$ cat config.mk
export PLATFORM = sky130hd
export DESIGN_NAME = sercom_regbank
export DESIGN_NICKNAME = d
export VERILOG_FILES = /design/src/rtl/sercom_pkg.sv /design/src/rtl/sercom_decode.sv /design/src/rtl/sercom_flags.sv /design/src/rtl/sercom_regbank.sv
export SDC_FILE = /design/constraint.sdc
export NUM_CORES = 1
export LEC_CHECK = 0
export BUFFER_PORTS_ARGS = -buffer_cell sky130_fd_sc_hd__buf_4
export CAP_MARGIN = 20
export CORE_ASPECT_RATIO = 1.5
export CORE_MARGIN = 5
export CORE_UTILIZATION = 34
export CTS_CLUSTER_DIAMETER = 100
export DETAILED_ROUTE_END_ITERATION = 8
export PLACE_DENSITY_LB_ADDON = 0.15
export SYNTH_ARGS = -nofsm -noshare
export SYNTH_HDL_FRONTEND = slang
export SYNTH_SLANG_ARGS = --single-unit
$ cat constraint.sdc
create_clock -name clk -period 2.39 [get_ports clk]
set_clock_uncertainty 0.1 [all_clocks]
set_input_delay 0.1195 -clock clk [delete_from_list [all_inputs] [get_ports clk]]
set_output_delay 0.1195 -clock clk [all_outputs]
set_load 0.02 [all_outputs]
$ cat src/rtl/sercom_pkg.sv
package sercom_pkg;
  localparam int NREG       = 11;
  localparam int NCFG       = 6;
  localparam int IDX_CTL1   = 0;
  localparam int IDX_CTL2   = 1;
  localparam int IDX_CTL3   = 2;
  localparam int IDX_BAUD   = 3;
  localparam int IDX_GUARD  = 4;
  localparam int IDX_TMO    = 5;
  localparam int IDX_REQ    = 6;
  localparam int IDX_STATUS = 7;
  localparam int IDX_CLR    = 8;
  localparam int IDX_RXD    = 9;
  localparam int IDX_TXD    = 10;

  localparam int B_TXE  = 7;
  localparam int B_TC   = 6;
  localparam int B_RXNE = 5;
  localparam int B_IDLE = 4;
  localparam int B_ORE  = 3;

  localparam logic [31:0] STATUS_RST = 32'h0200_00C0;
endpackage

$ cat src/rtl/sercom_decode.sv
module sercom_decode #(
  parameter int ADDR_W = 10,
  parameter int NREG   = 11
) (
  input  logic [ADDR_W-1:0] addr,
  input  logic              acc,
  output logic [NREG-1:0]   sel,
  output logic              hit
);
  localparam int WORD_W = ADDR_W - 2;

  logic [WORD_W-1:0] word;
  logic              aligned;

  assign word    = addr[ADDR_W-1:2];
  assign aligned = (addr[1:0] == 2'b00);

  for (genvar i = 0; i < NREG; i++) begin : g_sel
    assign sel[i] = acc && aligned && (word == WORD_W'(i));
  end

  assign hit = |sel;
endmodule

$ cat src/rtl/sercom_flags.sv
module sercom_flags
  import sercom_pkg::*;
#(
  parameter int DATA_W = 32
) (
  input  logic              clk,
  input  logic              rst_n,
  input  logic              clr_wr,
  input  logic [DATA_W-1:0] clr_mask,
  input  logic              rxd_rd,
  input  logic              txd_wr,
  input  logic              rx_vld,
  input  logic              txe_set,
  input  logic              tc_set,
  input  logic              idle_set,
  output logic [DATA_W-1:0] status
);
  logic [DATA_W-1:0] status_q;
  logic [DATA_W-1:0] status_nxt;
  logic              status_en;

  assign status_en = clr_wr | rxd_rd | txd_wr | rx_vld | txe_set | tc_set | idle_set;

  always_comb begin
    status_nxt = status_q;
    if (clr_wr) status_nxt = status_nxt & ~clr_mask;
    if (rxd_rd) status_nxt[B_RXNE] = 1'b0;
    if (txd_wr) begin
      status_nxt[B_TXE] = 1'b0;
      status_nxt[B_TC]  = 1'b0;
    end
    if (rx_vld) begin
      if (status_q[B_RXNE] && !rxd_rd) status_nxt[B_ORE] = 1'b1;
      status_nxt[B_RXNE] = 1'b1;
    end
    if (txe_set)  status_nxt[B_TXE]  = 1'b1;
    if (tc_set)   status_nxt[B_TC]   = 1'b1;
    if (idle_set) status_nxt[B_IDLE] = 1'b1;
  end

  always_ff @(posedge clk or negedge rst_n) begin
    if (!rst_n)         status_q <= DATA_W'(STATUS_RST);
    else if (status_en) status_q <= status_nxt;
  end

  assign status = status_q;

  AST_RXNE_DRAIN: assert property (@(posedge clk) disable iff (!rst_n)
    (rxd_rd && !rx_vld) |=> !status_q[B_RXNE]);
  AST_OVERRUN: assert property (@(posedge clk) disable iff (!rst_n)
    (rx_vld && status_q[B_RXNE] && !rxd_rd) |=> status_q[B_ORE]);
  AST_RX_SETS_RXNE: assert property (@(posedge clk) disable iff (!rst_n)
    rx_vld |=> status_q[B_RXNE]);
  AST_TXE_CLEAR: assert property (@(posedge clk) disable iff (!rst_n)
    (txd_wr && !txe_set) |=> !status_q[B_TXE]);
  AST_FLAG_CLEAR: assert property (@(posedge clk) disable iff (!rst_n)
    (clr_wr && !rx_vld && !txe_set && !tc_set && !idle_set)
      |=> ((status_q & $past(clr_mask)) == '0));
endmodule

$ cat src/rtl/sercom_regbank.sv
module sercom_regbank
  import sercom_pkg::*;
#(
  parameter int ADDR_W = 10,
  parameter int DATA_W = 32,
  parameter int CHR_W  = 9,
  parameter int BAUD_W = 16
) (
  input  logic              clk,
  input  logic              rst_n,
  input  logic [ADDR_W-1:0] bus_addr,
  input  logic              bus_wr,
  input  logic [DATA_W-1:0] bus_wdata,
  input  logic              bus_rd,
  output logic [DATA_W-1:0] bus_rdata,
  output logic              bus_err,
  input  logic              dp_rx_vld,
  input  logic [CHR_W-1:0]  dp_rx_data,
  input  logic              dp_txe_set,
  input  logic              dp_tc_set,
  input  logic              dp_idle_set,
  output logic              irq
);
  logic [NREG-1:0]   sel;
  logic              hit;
  logic              acc;
  logic [DATA_W-1:0] status;
  logic [DATA_W-1:0] cfg_rd [NCFG];
  logic [CHR_W-1:0]  rxd_q;
  logic [CHR_W-1:0]  txd_q;
  logic [DATA_W-1:0] rd_val;
  logic [DATA_W-1:0] rdata_q;
  logic              err_q;
  logic              rxd_rd;
  logic              txd_wr;
  logic              clr_wr;

  assign acc = bus_rd | bus_wr;

  sercom_decode #(.ADDR_W(ADDR_W), .NREG(NREG)) u_decode (
    .addr (bus_addr),
    .acc  (acc),
    .sel  (sel),
    .hit  (hit)
  );

  assign rxd_rd = bus_rd & sel[IDX_RXD];
  assign txd_wr = bus_wr & sel[IDX_TXD];
  assign clr_wr = bus_wr & sel[IDX_CLR];

  sercom_flags #(.DATA_W(DATA_W)) u_flags (
    .clk      (clk),
    .rst_n    (rst_n),
    .clr_wr   (clr_wr),
    .clr_mask (bus_wdata),
    .rxd_rd   (rxd_rd),
    .txd_wr   (txd_wr),
    .rx_vld   (dp_rx_vld),
    .txe_set  (dp_txe_set),
    .tc_set   (dp_tc_set),
    .idle_set (dp_idle_set),
    .status   (status)
  );

  for (genvar i = 0; i < NCFG; i++) begin : g_cfg
    logic cfg_we;
    assign cfg_we = bus_wr & sel[i];
    if (i == IDX_BAUD) begin : g_narrow
      logic [BAUD_W-1:0] cfg_q;
      always_ff @(posedge clk or negedge rst_n) begin
        if (!rst_n)      cfg_q <= '0;
        else if (cfg_we) cfg_q <= bus_wdata[BAUD_W-1:0];
      end
      assign cfg_rd[i] = DATA_W'(cfg_q);
    end else begin : g_full
      logic [DATA_W-1:0] cfg_q;
      always_ff @(posedge clk or negedge rst_n) begin
        if (!rst_n)      cfg_q <= '0;
        else if (cfg_we) cfg_q <= bus_wdata;
      end
      assign cfg_rd[i] = cfg_q;
    end
  end

  always_ff @(posedge clk or negedge rst_n) begin
    if (!rst_n)         rxd_q <= '0;
    else if (dp_rx_vld) rxd_q <= dp_rx_data;
  end

  always_ff @(posedge clk or negedge rst_n) begin
    if (!rst_n)      txd_q <= '0;
    else if (txd_wr) txd_q <= bus_wdata[CHR_W-1:0];
  end

  always_comb begin
    rd_val = '0;
    for (int i = 0; i < NCFG; i++) begin
      if (sel[i]) rd_val = rd_val | cfg_rd[i];
    end
    if (sel[IDX_STATUS]) rd_val = rd_val | status;
    if (sel[IDX_RXD])    rd_val = rd_val | DATA_W'(rxd_q);
    if (sel[IDX_TXD])    rd_val = rd_val | DATA_W'(txd_q);
  end

  always_ff @(posedge clk or negedge rst_n) begin
    if (!rst_n)      rdata_q <= '0;
    else if (bus_rd) rdata_q <= rd_val;
  end

  always_ff @(posedge clk or negedge rst_n) begin
    if (!rst_n) err_q <= 1'b0;
    else        err_q <= acc & ~hit;
  end

  assign bus_rdata = rdata_q;
  assign bus_err   = err_q;

  assign irq = |(cfg_rd[IDX_CTL1][B_TXE:B_IDLE] & status[B_TXE:B_IDLE]);

  AST_RXD_LOAD: assert property (@(posedge clk) disable iff (!rst_n)
    dp_rx_vld |=> (rxd_q == $past(dp_rx_data)));
  AST_TXD_NARROW: assert property (@(posedge clk) disable iff (!rst_n)
    txd_wr |=> (txd_q == $past(bus_wdata[CHR_W-1:0])));
  AST_ERR_PULSE: assert property (@(posedge clk) disable iff (!rst_n)
    (acc && !hit) |=> bus_err);
  AST_ERR_ONLY_BAD: assert property (@(posedge clk) disable iff (!rst_n)
    (!acc || hit) |=> !bus_err);
  AST_STATUS_RO: assert property (@(posedge clk) disable iff (!rst_n)
    (bus_wr && sel[IDX_STATUS] && !dp_rx_vld && !dp_txe_set && !dp_tc_set && !dp_idle_set)
      |=> $stable(status));
  AST_RDATA_HOLD: assert property (@(posedge clk) disable iff (!rst_n)
    !bus_rd |=> $stable(bus_rdata));
endmodule

==> results.md <==
- Row cnt: between 80 and 90
- CP max FO: 17
- Drc violations: 0
- Vias: 8087
- Sw Share: 23.1%
- Post-synthesis mux area share: between 20% and 30%
- GRT Resource Usage Total: a little under a fifth
- Crit end category: flop
- Worst skew pair latency: 540 ps
- Worst hold path class: input pin to async pin
- First-pass GRT wire length: roughly 54 mm
- Antenna-violating nets left: 0
- Initial antenna violation count: 0
- Run status: completed
- Final total negative setup slack: 0 ps
- Post-Synth XOR/XNOR Area: 0%
- Layout Nets: approximately 1.1k
- Compound-cell area share of the yosys netlist: approximately a tenth
- Post-DP HPWL: between 20 and 25 mm
- Yosys warning count: 0
- Pin slew with the least headroom to its limit: a little over 600 ps
- Largest family of logic cells by synthesized area: multiplexers
- CTS buffer count: 27
- Slew Limit Fails: 0
- Postcts setup bufs: 0
- Largest net degree at the start of global routing: 74
- Sequential share of power: between 40% and 50%
- Worst slew margin: approximately three fifths
- Minimum clock period: roughly 2300 ps
- CP cell instances: dlygate4sd3_1 > buf_4 > nor2b_1 > nand2_1 > nor2_2 > buf_4 > nand2_1 > a31o_2 > dlygate4sd3_1
- Hold Fails Final Rpt: 0
- CP peak stage delay: roughly 540 ps
- DRT Wirelength: ~34 mm
- Core Box Area: 0.0342 sq mm
- #FFs+latches synth: about 260
- Final Non-Filler Cells: 1517
- DRT iter0 DRCs: 435
- Clock network power share: a little under half
- Vias in the first global route: between 8k and 9k
- Peak Freq: about 0.43 GHz
- Gate power share: roughly 8.2%
- Post-synth EDFFs: 0
- Initial core utilization: about a third
- Predominant post-synthesis flop cell: dfrtp_1
- Final Cycle Share: a little over nine tenths
- Hold Slack: around 62 ps
- Drt via density: approximately 5.3
- Root buf cell: clkbuf_16
- Critical Path RT: approximately 2800 ps
- Syn_area_per_cell: about 13 sq um
- Boundary Pins: a little over 90
- LEAKAGE: slightly above 7 nW
- Synth Area in Adders: 0%
- Placement Setup Slack: 65.1 ps
- Psw: approximately 2.3 mW
- Crit path launch type: input pin
- Register area: 0.00648 sq mm
- CP top delay family: buffers and inverters
- Peak VDD IR: slightly above 600 uV
- Pint: approximately 7.5 mW
- Initial DRT Pass Iterations: 4
- Die ar.: 0.0383 sq mm
- H-Tree Depth: 1
- Total of max-cap violations: 0
- Placed Cells: about 1.4k
- Unrepaired setup endpoints after global routing: no
- Asr flop ratio synth: 100%
- Die width: approximately 160 um
- Fill count: 3178
- CTS max path bufs: 3
- PD cells: between 600 and 700 mW/mm^2
- N_diodes: 0
- Endpoints failing setup: 0
- Mapped Area: 0.0117 sq mm
- Netlist cell types: between 60 and 70
- Mapped Cells: about 890
- Critical setup path kind: input pin to flop
- CP bufs+invs: 4
- Clk pin slew, worst setup/hold paths: ~60 ps
- PortBufs: between 90 and 100
- Register area share after synthesis: a little under three fifths
- CTS tree: yes
- Area growth, synth to finish: 26.9%
- Post-synthesis simple-gate area fraction: ~6%
- Overall Power: approximately 9.8 mW
- Setup ws final: slightly below 90 ps
- Critical Path AT: 2670 ps
- Overflow after GRT: 0
- Syn Nets: 946
- Layout cells sized above 1: roughly 40%
- Clock sink count: 259
- Slowest stage cell on the critical path: dlygate4sd3_1
- Final Wtd Congestion: 0.806
- DR WL/cell: 22.7 um
- Area occupied by multi-input gates: 0.00494 sq mm
- Die height: ~240 um
==> flip-flops by register name (all words and copies together), names as in the netlist <==
name                  flops
g_cfg.g_full.cfg_q      160
bus_rdata                32
u_flags.status           32
g_cfg.g_narrow.cfg_q     16
rxd_q                     9
txd_q                     9
bus_err                   1
==> per-layer routing <==
| layer | part of all wire [%] | global-route usage (%) | vias to the layer above |
|---|---|---|---|
| met4 | 2.8 | 5.85 | 0 |
| met3 | 3.9 | 1.86 | 60 |
| li1 | - | - | 3660 |
| met5 | 0 | 0 | - |
| met2 | 49 | 31.0 | 195 |
| met1 | 44 | 24.6 | 4172 |
==> power groups by stage <==
| stage | clock network [mW] | logic [mW] | registers, mW |
|---|---|---|---|
| final | 4.47 | 0.808 | 4.54 |
| after global routing | 4.77 | 0.882 | 4.55 |
| after CTS | 4.61 | 0.824 | 4.54 |
| after detailed placement | 0 | 0.737 | 4.62 |
| after global placement | 0 | 0.730 | 4.62 |
| after floorplan | 0 | 0.260 | 4.64 |
==> synthesized netlist by cell type (all sizes together) (3+ instances only) <==
master / instances / area [sq um]
nand2: 33 / 124
a22oi: 21 / 158
a32oi: 6 / 52.6
nand2b: 4 / 25.0
a22o: 12 / 105
and2: 4 / 25.0
a221oi: 3 / 26.3
nor2: 53 / 201
nor2b: 3 / 18.8
o2bb2ai: 5 / 43.8
o41ai: 3 / 26.3
nor3: 3 / 25.0
a21o: 3 / 22.5
a21oi: 15 / 75.1
o21ai: 15 / 75.1
dfrtp: 256 / 6410
mux2: 209 / 2470
a31o: 6 / 52.6
mux4: 3 / 67.6
nand4: 5 / 46.3
or2: 3 / 18.8
buf: 30 / 185
clkbuf: 30 / 113
nor4: 6 / 58.8
a21boi: 27 / 203
o22a: 4 / 35.0
or3: 4 / 25.0
nand3: 10 / 50.1
dfstp: 3 / 78.8
mux2i: 49 / 490
a31oi: 18 / 113
o22ai: 12 / 75.1
inv: 4 / 15.0
==> cell type report <==
class / instances / area share [%]
clock buffer: 36 / 5.25
clock inverter: 13 / 1.17
inverter: 5 / 0.126
multi-input combinational: 563 / 33.2
sequential: 259 / 43.6
tap: 425 / 3.58
timing repair buffer: 216 / 13.0
==> what timing repair did <==
action	4_1_cts	5_1_grt
hold buffers	62	0
endpoints found under the hold margin	438	0
resized for setup	0	0
==> final timing paths <==
| path | startpoint | to | slack [ps] | cells after the start |
|---|---|---|---|---|
| max | bus_addr[5] | u_flags.status[6] | 90 | 9 |
| min | rst_n | g_cfg[3].g_narrow.cfg_q[3] | 60 | 2 |
| max reg2reg | u_flags.status[5] | bus_rdata[5] | 670 | 5 |
| min reg2reg | u_flags.status[25] | u_flags.status[25] | 380 | 1 |
| max in group asynchronous | rst_n | u_flags.status[7] | 1400 | 3 |
| min in group clk | bus_addr[0] | bus_rdata[14] | 60 | 5 |
==> stage by stage <==
stage	utilization (%)	area, sq um
2_1_floorplan	-	11700
3_3_place_gp	38.9	13300
3_5_place_dp	38.9	13300
4_1_cts	43.5	14900
5_1_grt	43.5	14900
6_report	43.5	14900
==> worst reg2reg max path: cells and delay by family (launching register included) <==
| kind | cells | cell delay (ps) |
|---|---|---|
| flip-flops | 1 | 420 |
| buffers and inverters | 1 | 570 |
| AO/OA/AOI/OAI | 3 | 450 |
| AND/OR/NAND/NOR | 1 | 100 |
==> kinds of logic after synthesis <==
logic type      Yosys count
mux                     261
flops                   259
compound gates          165
simple gates            137
buf+inv                  65
==> layout by cell type, fill, tap and decap left out, types with 7 or more instances in the layout <==
master / count
nand2_1: 32
a31oi_1: 18
mux2_2: 176
clkbuf_8: 7
nor2_1: 50
mux2_4: 30
a21boi_0: 27
a22o_1: 12
a21oi_1: 15
o22ai_1: 12
buf_4: 141
a22oi_1: 21
dlygate4sd3_1: 62
nand3_1: 10
buf_12: 12
mux2i_1: 49
o21ai_0: 15
dfrtp_1: 256
clkbuf_16: 27
Note: power is estimated with default switching activity, not from simulation.
